===== src/rtl/ftl_pkg.sv =====
package ftl_pkg;
  typedef enum logic [1:0] {
    DEC_NONE = 2'd0,
    DEC_LAG  = 2'd1,
    DEC_LEAD = 2'd2
  } ftl_dec_t;
endpackage


===== src/rtl/ftl_phase_decide.sv =====
module ftl_phase_decide #(
  parameter int CNT_W = 6
) (
  input  logic                 valid,
  input  logic [CNT_W-1:0]     edge_count,
  input  logic [CNT_W-1:0]     fcw,
  output ftl_pkg::ftl_dec_t    dec
);
  import ftl_pkg::*;

  always_comb begin
    dec = DEC_NONE;
    if (valid) begin
      if (edge_count > fcw)       dec = DEC_LEAD;
      else if (edge_count == fcw) dec = DEC_LAG;
    end
  end
endmodule


===== src/rtl/ftl_bw_ctrl.sv =====
module ftl_bw_ctrl #(
  parameter int FINE_W   = 9,
  parameter int ACQ_STEP = 8
) (
  input  logic               clk,
  input  logic               rst,
  input  logic               coarse_locked,
  input  ftl_pkg::ftl_dec_t  dec,
  output logic               tracking,
  output logic               step_en,
  output logic               step_up,
  output logic [FINE_W-1:0]  step_size
);
  import ftl_pkg::*;

  localparam logic [FINE_W-1:0] STEP_ACQ = FINE_W'(ACQ_STEP);
  localparam logic [FINE_W-1:0] STEP_TRK = FINE_W'(1);

  always_comb begin
    step_en   = coarse_locked && (dec != DEC_NONE);
    step_up   = (dec == DEC_LAG);
    // A lead always moves by one LSB: in tracking, and also on the reversal that ends acquisition.
    step_size = (!tracking && dec == DEC_LAG) ? STEP_ACQ : STEP_TRK;
  end

  always_ff @(posedge clk) begin
    if (rst || !coarse_locked) tracking <= 1'b0;
    else if (dec == DEC_LEAD)  tracking <= 1'b1;
  end
endmodule


===== src/rtl/ftl_accum.sv =====
module ftl_accum #(
  parameter int FINE_W = 9,
  parameter int INIT   = 0
) (
  input  logic              clk,
  input  logic              rst,
  input  logic              step_en,
  input  logic              step_up,
  input  logic [FINE_W-1:0] step_size,
  output logic [FINE_W-1:0] word
);
  localparam logic [FINE_W-1:0] MAXV = '1;
  localparam logic [FINE_W-1:0] INITV = FINE_W'(INIT);

  logic [FINE_W-1:0] nxt;

  always_comb begin
    if (step_up) nxt = (word > MAXV - step_size) ? MAXV : word + step_size;
    else         nxt = (word < step_size) ? '0 : word - step_size;
  end

  always_ff @(posedge clk) begin
    if (rst)          word <= INITV;
    else if (step_en) word <= nxt;
  end
endmodule


===== src/rtl/fine_tune_loop.sv =====
module fine_tune_loop #(
  parameter int FINE_W   = 9,
  parameter int CNT_W    = 6,
  parameter int ACQ_STEP = 8
) (
  input  logic              clk,
  input  logic              rst,
  input  logic              upd_strobe,
  input  logic [CNT_W-1:0]  edge_count,
  input  logic [CNT_W-1:0]  fcw,
  input  logic              coarse_locked,
  output logic [FINE_W-1:0] fine_word,
  output logic              tracking
);
  ftl_pkg::ftl_dec_t dec;
  logic              step_en, step_up;
  logic [FINE_W-1:0] step_size;

  ftl_phase_decide #(.CNT_W(CNT_W)) u_dec (
    .valid(upd_strobe), .edge_count(edge_count), .fcw(fcw), .dec(dec)
  );

  ftl_bw_ctrl #(.FINE_W(FINE_W), .ACQ_STEP(ACQ_STEP)) u_bw (
    .clk(clk), .rst(rst), .coarse_locked(coarse_locked), .dec(dec),
    .tracking(tracking), .step_en(step_en), .step_up(step_up), .step_size(step_size)
  );

  ftl_accum #(.FINE_W(FINE_W), .INIT(0)) u_acc (
    .clk(clk), .rst(rst), .step_en(step_en), .step_up(step_up),
    .step_size(step_size), .word(fine_word)
  );
endmodule


===== config.mk =====
export PLATFORM = sky130hd
export DESIGN_NAME = fine_tune_loop
export DESIGN_NICKNAME = d
export VERILOG_FILES = /design/src/rtl/ftl_pkg.sv /design/src/rtl/ftl_phase_decide.sv /design/src/rtl/ftl_bw_ctrl.sv /design/src/rtl/ftl_accum.sv /design/src/rtl/fine_tune_loop.sv
export SDC_FILE = /design/constraint.sdc
export NUM_CORES = 1
export LEC_CHECK = 0
export ABC_CLOCK_PERIOD_IN_PS = 4100
export CAP_MARGIN = 10
export CORE_ASPECT_RATIO = 1.25
export CORE_MARGIN = 4
export CORE_UTILIZATION = 40
export CTS_BUF_LIST = sky130_fd_sc_hd__clkbuf_8
export DETAILED_ROUTE_END_ITERATION = 8
export PLACE_DENSITY = 0.71
export SETUP_SLACK_MARGIN = 0.5
export SYNTH_ARGS = -nofsm -noshare
export SYNTH_HDL_FRONTEND = slang
export SYNTH_SLANG_ARGS = --single-unit

===== constraint.sdc =====
create_clock -name clk -period 4.1 [get_ports clk]
set_input_delay 0.82 -clock clk [delete_from_list [all_inputs] [get_ports clk]]
set_output_delay 0.82 -clock clk [all_outputs]
set_load 0.02 [all_outputs]

==> results of run 1 <==
==> through the flow <==
stage,power (mW),instances
2_1_floorplan,0.234,144
3_3_place_gp,0.277,197
3_5_place_dp,0.279,197
4_1_cts,0.420,203
5_1_grt,0.464,205
6_report,0.437,205
==> registers in the layout, indices dropped and copies added, names as in the netlist <==
name and cells:
u_acc.word 9, u_bw.tracking 1
==> worst max-delay path by stage <==
stage / from / cells after the start / endpoint / slack [ns]
floorplan: fcw[5] / 13 / u_acc.word[4]$_SDFFE_PP0P_ / 0.52
global placement: fcw[5] / 12 / u_acc.word[3]$_SDFFE_PP0P_ / 0.19
detailed placement: fcw[4] / 12 / u_acc.word[3]$_SDFFE_PP0P_ / 0.09
CTS: fcw[3] / 12 / u_acc.word[6]$_SDFFE_PP0P_ / 0.52
global route: fcw[3] / 13 / u_acc.word[3]$_SDFFE_PP0P_ / 0.49
finish: fcw[3] / 13 / u_acc.word[3]$_SDFFE_PP0P_ / 0.61
==> cell usage after synthesis, types with 4 or more instances <==
master and count:
clkbuf_1 6, ha_1 13, a21oi_1 10, nand3_1 8
a211oi_1 4, and3_1 4, nor2_1 9, nor3_1 6
o21ai_0 7, nand2_1 6, inv_1 10, dfxtp_1 10
nand2b_1 4
==> area by class of cell <==
type	count	area (sq um)	area share, %
multi-input combinational	115	901	58.4
sequential	10	200	13.0
clock buffer	4	55.1	3.57
inverter	10	37.5	2.43
tap	34	42.5	2.76
timing repair buffer	32	307	19.9
==> power by group through the flow <==
stage	clock, mW	combinational [mW]	sequential [mW]
2_1_floorplan	0	0.115	0.118
3_3_place_gp	0	0.161	0.116
3_5_place_dp	0	0.162	0.117
4_1_cts	0.134	0.172	0.115
5_1_grt	0.139	0.207	0.117
6_report	0.133	0.188	0.116
==> tightest hold or removal path: stages, from the launching register on <==
cell and delay, ns:
dfxtp_1 0.37, nor2_1 0.12, a211oi_1 0.05
==> logic make-up (layout without fill, tap and decap cells) <==
logic type	Yosys count	in the layout	synth area share (%)
DFF	10	10	17.8
and+or+nand+nor	54	54	28.0
xor gates and xnor gates	1	1	0.779
adders and majority gates	13	13	14.5
buffers and inverters	19	46	7.45
AOI/OAI and AO/OA	47	47	31.5
==> layer usage <==
metal | track usage, % | up-vias
met3 | 3.63 | 9
met4 | 9.73 | 0
li1 | - | 606
met1 | 20.8 | 568
met2 | 32.4 | 48
met5 | 0 | -
==> repair_timing <==
| action | in CTS | in global routing |
|---|---|---|
| buffers inserted | 2 | 2 |
| cloned | 0 | 0 |
| resized for setup | 3 | 7 |
| setup endpoints to repair | 5 | 8 |
| pin swaps | 2 | 4 |
==> impl_metrics.json, run 1 <==
{
  "path_buf_inv": 3,
  "antenna_found_initial": 0,
  "cts_buffers": 3,
  "rsz0062_at_grt": "no",
  "p_switching_mw": 0.148,
  "stdcell_area_sq_um": 1540,
  "syn_avg_cell_area_sq_um": 7.81,
  "numClockSinks": 10,
  "grt_pass1_wl_microns": 5340,
  "setup_viol": 0,
  "yosysTopAreaCellShare_pct": 17.8,
  "dieArea_sq_um": 3730,
  "yosys_warnings": 0,
  "pwr-share-comb_pct": 42.9,
  "vias": 1231,
  "initial_core_util_pct": 42.0,
  "drtIter0Drc": 53,
  "fin_util_pct": 57.6,
  "layout_setup_ws_ns": 0.611,
  "layout_common_cells": "clkdlybuf4s50_1 (25), inv_1 (10), a21oi_1 (10), ha_1 (10), dfxtp_1 (10)",
  "fin_skew_ns": 0.00100,
  "cp_top_family": "simple AND/OR/NAND/NOR gates",
  "clk_latency_ns": 0.25,
  "met2WireLength_microns": 1660,
  "slowest_stage": "clkdlybuf4s50_1",
  "grt_max_degree": 16,
  "worst_r2r_path_depth": 8,
  "cts_tree": "yes",
  "slew_violations": 0,
  "synth_edf_count": 0,
  "ys_types": 49,
  "critPathMaxStageDelay_ns": 0.45,
  "ant_nets": 0,
  "wl_microns": 3250,
  "crit_type": "input port to flop",
  "hold_end": "u_acc.word[6]$_SDFFE_PP0P_",
  "diodes": 0,
  "ios": 26,
  "synthesis.nets": 173,
  "max_cap_viol_count": 0,
  "worst_setup_path_start_kind": "input port",
  "place_worst_setup_slack_ns": 0.0907,
  "dieHeight_microns": 67.3,
  "finalCritPeriodShare_pct": 85.1,
  "cts_max_path_buffers": 2,
  "cp.arrival_ns": 3.60,
  "worst-r2r-setup-slack_ns": 1.86,
  "fin_crit_ns": 3.49,
  "htree_levels": 1,
  "min_path_cells": 2,
  "drive_gt1_share_pct": 15.8,
  "hold_viol": 0,
  "die_x_microns": 55.4,
  "routed.top_layer": "met4",
  "worst_pin_slew_ns": 0.742,
  "p_sw_share_pct": 33.8,
  "hp-start": "u_acc.word[6]$_SDFFE_PP0P_",
  "required_ns": 4.22,
  "p_clk_share_pct": 30.5,
  "power_leakage_nw": 0.601,
  "critical_path.cell_chain": "clkdlybuf4s50_1, inv_1, ha_1, and4_4, and2_4, nand2b_4, ha_2, or3b_4, a2111oi_4, buf_4, nor3_1, o31ai_1, a311oi_1",
  "port_buffers": 25,
  "avgViaCountPerCell": 6.00,
  "worstReg2RegEnd": "u_acc.word[3]$_SDFFE_PP0P_",
  "routedLengthMet1_microns": 1320,
  "postPlaceCellArea_sq_um": 1400,
  "p_int_mw": 0.289,
  "drtPass1Iterations": 4,
  "reg2reg_from": "u_bw.tracking$_SDFFE_PP0N_",
  "met3_length_microns": 180,
  "cp-end-kind": "flop",
  "layout.nets": 201,
  "ys_ff_latch": 10,
  "fmax_mhz": 287,
  "rows": 21,
  "status": "completed",
  "dp_hpwl_microns": 2310,
  "grt-ovfl-total": 0,
  "synth_ff_type": "dfxtp_1",
  "powerDensity_nw_per_um2": 283,
  "design.core.area_sq_um": 2680,
  "synthTopCellsByArea": "dfxtp_1 (18%), ha_1 (14%), a21oi_1 (4.4%)",
  "area_growth_pct": 37.2,
  "peakVddDrop_mv": 0.125,
  "synth_cells": 144,
  "avgRoutedWirePerCell_microns": 15.9,
  "fin_tns_setup_ns": 0,
  "place.gp.congestion": 0.846,
  "netlist_area_sq_um": 1120,
  "postCtsHoldBufs": 0,
  "synth_top_area_cell": "dfxtp_1",
  "cts_root_buf": "clkbuf_8",
  "whs_ns": 0.587,
  "path_max_fanout": 6,
  "yosysSeqAreaShare_pct": 17.8,
  "drc": 0,
  "grt_pass1_vias": 1146,
  "slew_headroom_pct": 49.9,
  "layout_commonest_cell": "clkdlybuf4s50_1",
  "clk_pin_slew_ns": 0.05,
  "pwr-share-seq_pct": 26.6,
  "track_usage_pct": 18.3,
  "min_path_type": "flop to flop",
  "async_flop_share_pct": 0,
  "n_fill_cell": 257
}
Note: power is estimated with default switching activity, not from simulation.
==> run 2: changes to the inputs <==
PLACE_DENSITY = 0.66   (was 0.71)
==> run 2 against run 1 <==
Effect of this change:
- utilization up 0.89 points
- sequential cell count unchanged
- clock power shrank 21%
- worst hold slack worse by 0.0082 ns
- clock skew increased by 0.0034 ns
==> impl_metrics.json, run 2 (synthesis gave the netlist of run 1 again) <==
{
  "max_cap_viol_count": 0,
  "min_path_cells": 2,
  "min_path_type": "flop to flop",
  "rsz0062_at_grt": "no",
  "cp-end-kind": "flop",
  "clk_pin_slew_ns": 0.05,
  "avgViaCountPerCell": 6.10,
  "status": "completed",
  "setup_viol": 0,
  "place_worst_setup_slack_ns": 0.0589,
  "track_usage_pct": 18.8,
  "cp.arrival_ns": 3.61,
  "finalCritPeriodShare_pct": 85.4,
  "drive_gt1_share_pct": 17.6,
  "required_ns": 4.21,
  "htree_levels": 1,
  "final_cells": 204,
  "wl_microns": 3540,
  "drtPass1Iterations": 4,
  "vias": 1244,
  "fin_skew_ns": 0.00438,
  "rows": 21,
  "layout_commonest_cell": "clkdlybuf4s50_1",
  "slew_violations": 0,
  "regMostFlops": "u_acc.word",
  "postCtsHoldBufs": 0,
  "ant_nets": 0,
  "port_buffers": 25,
  "grt_max_degree": 16,
  "fmax_mhz": 286,
  "peakVddDrop_mv": 0.281,
  "antenna_found_initial": 0,
  "layout_setup_ws_ns": 0.600,
  "cts_buffers": 3,
  "grt_pass1_vias": 1178,
  "path_max_fanout": 6,
  "area_growth_pct": 39.3,
  "power_leakage_nw": 0.596,
  "drc": 0,
  "top_regs": "u_acc.word (9), u_bw.tracking (1)",
  "grt_pass1_wl_microns": 5580,
  "dieHeight_microns": 67.3,
  "worst_r2r_path_depth": 8,
  "layout.nets": 201,
  "cts_max_path_buffers": 2,
  "hold_viol": 0,
  "design.core.area_sq_um": 2680,
  "stdcell_area_sq_um": 1570,
  "cts_root_buf": "clkbuf_8",
  "avgRoutedWirePerCell_microns": 17.3,
  "clk_latency_ns": 0.24,
  "numClockSinks": 10,
  "fin_crit_ns": 3.50,
  "initial_core_util_pct": 42.0,
  "postPlaceCellArea_sq_um": 1400,
  "worst_pin_slew_ns": 0.864,
  "dieArea_sq_um": 3730,
  "fin_tns_setup_ns": 0,
  "p_total_mw": 0.419,
  "layout_common_cells": "clkdlybuf4s50_1 (25), inv_1 (10), a21oi_1 (10), dfxtp_1 (10), nor2_1 (9)",
  "cts_tree": "yes",
  "grt-ovfl-total": 0,
  "place.gp.congestion": 0.833,
  "crit_type": "input port to flop",
  "worst_setup_path_start_kind": "input port",
  "powerDensity_nw_per_um2": 268,
  "drtIter0Drc": 69,
  "largest_reg_flops": 9,
  "diodes": 0,
  "fin_util_pct": 58.5,
  "dp.cells": 197,
  "whs_ns": 0.579,
  "slew_headroom_pct": 41.6,
  "dp_hpwl_microns": 2420,
  "die_x_microns": 55.4,
  "ios": 26
}
-- run 2: final timing paths --
kind	from	to	slack, ns
worst max-delay path	fcw[4]	u_acc.word[3]$_SDFFE_PP0P_	0.60
worst min-delay path	u_bw.tracking$_SDFFE_PP0N_	u_bw.tracking$_SDFFE_PP0N_	0.58
worst max register to register	u_bw.tracking$_SDFFE_PP0N_	u_acc.word[3]$_SDFFE_PP0P_	1.87
worst min register to register	u_bw.tracking$_SDFFE_PP0N_	u_bw.tracking$_SDFFE_PP0N_	0.58
-- run 2: power by group --
| part | internal (mW) | switching [mW] |
|---|---|---|
| Combinational | 0.105 | 0.0925 |
| Sequential | 0.103 | 0.0131 |
| Clock | 0.0646 | 0.0409 |
-- run 2: final cells by class --
cell class | count | area [sq um]
Clock buffer | 3 | 41.3
Fill cell | 264 | 1110
Timing Repair Buffer | 32 | 308
Multi-Input combinational cell | 115 | 937
Inverter | 10 | 37.5
Tap cell | 34 | 42.5
Sequential cell | 10 | 200
-- run 2: metal layers --
metal,up-vias,track usage (%),part of all wire (%)
met2,46,34.3,51
met5,-,0,0
met4,0,3.65,1.6
li1,605,-,-
met3,8,3.44,4.9
met1,585,23.1,42
-- run 2: worst max-delay path: stages --
cell and delay (ns):
clkdlybuf4s50_1 0.45, inv_1 0.04, ha_1 0.28, and4_4 0.21, and2_4 0.15, nand2b_4 0.10, ha_2 0.18, or3b_4 0.44
a2111oi_4 0.36, buf_6 0.17, nor3_1 0.05, o31ai_1 0.23, a311oi_1 0.11
-- run 2: timing repair --
item                       4_1_cts  5_1_grt
gates cloned                     0        1
pin swaps                        2        2
setup buffers                    1        2
setup endpoints to repair        7        8
gates resized for setup          4       12
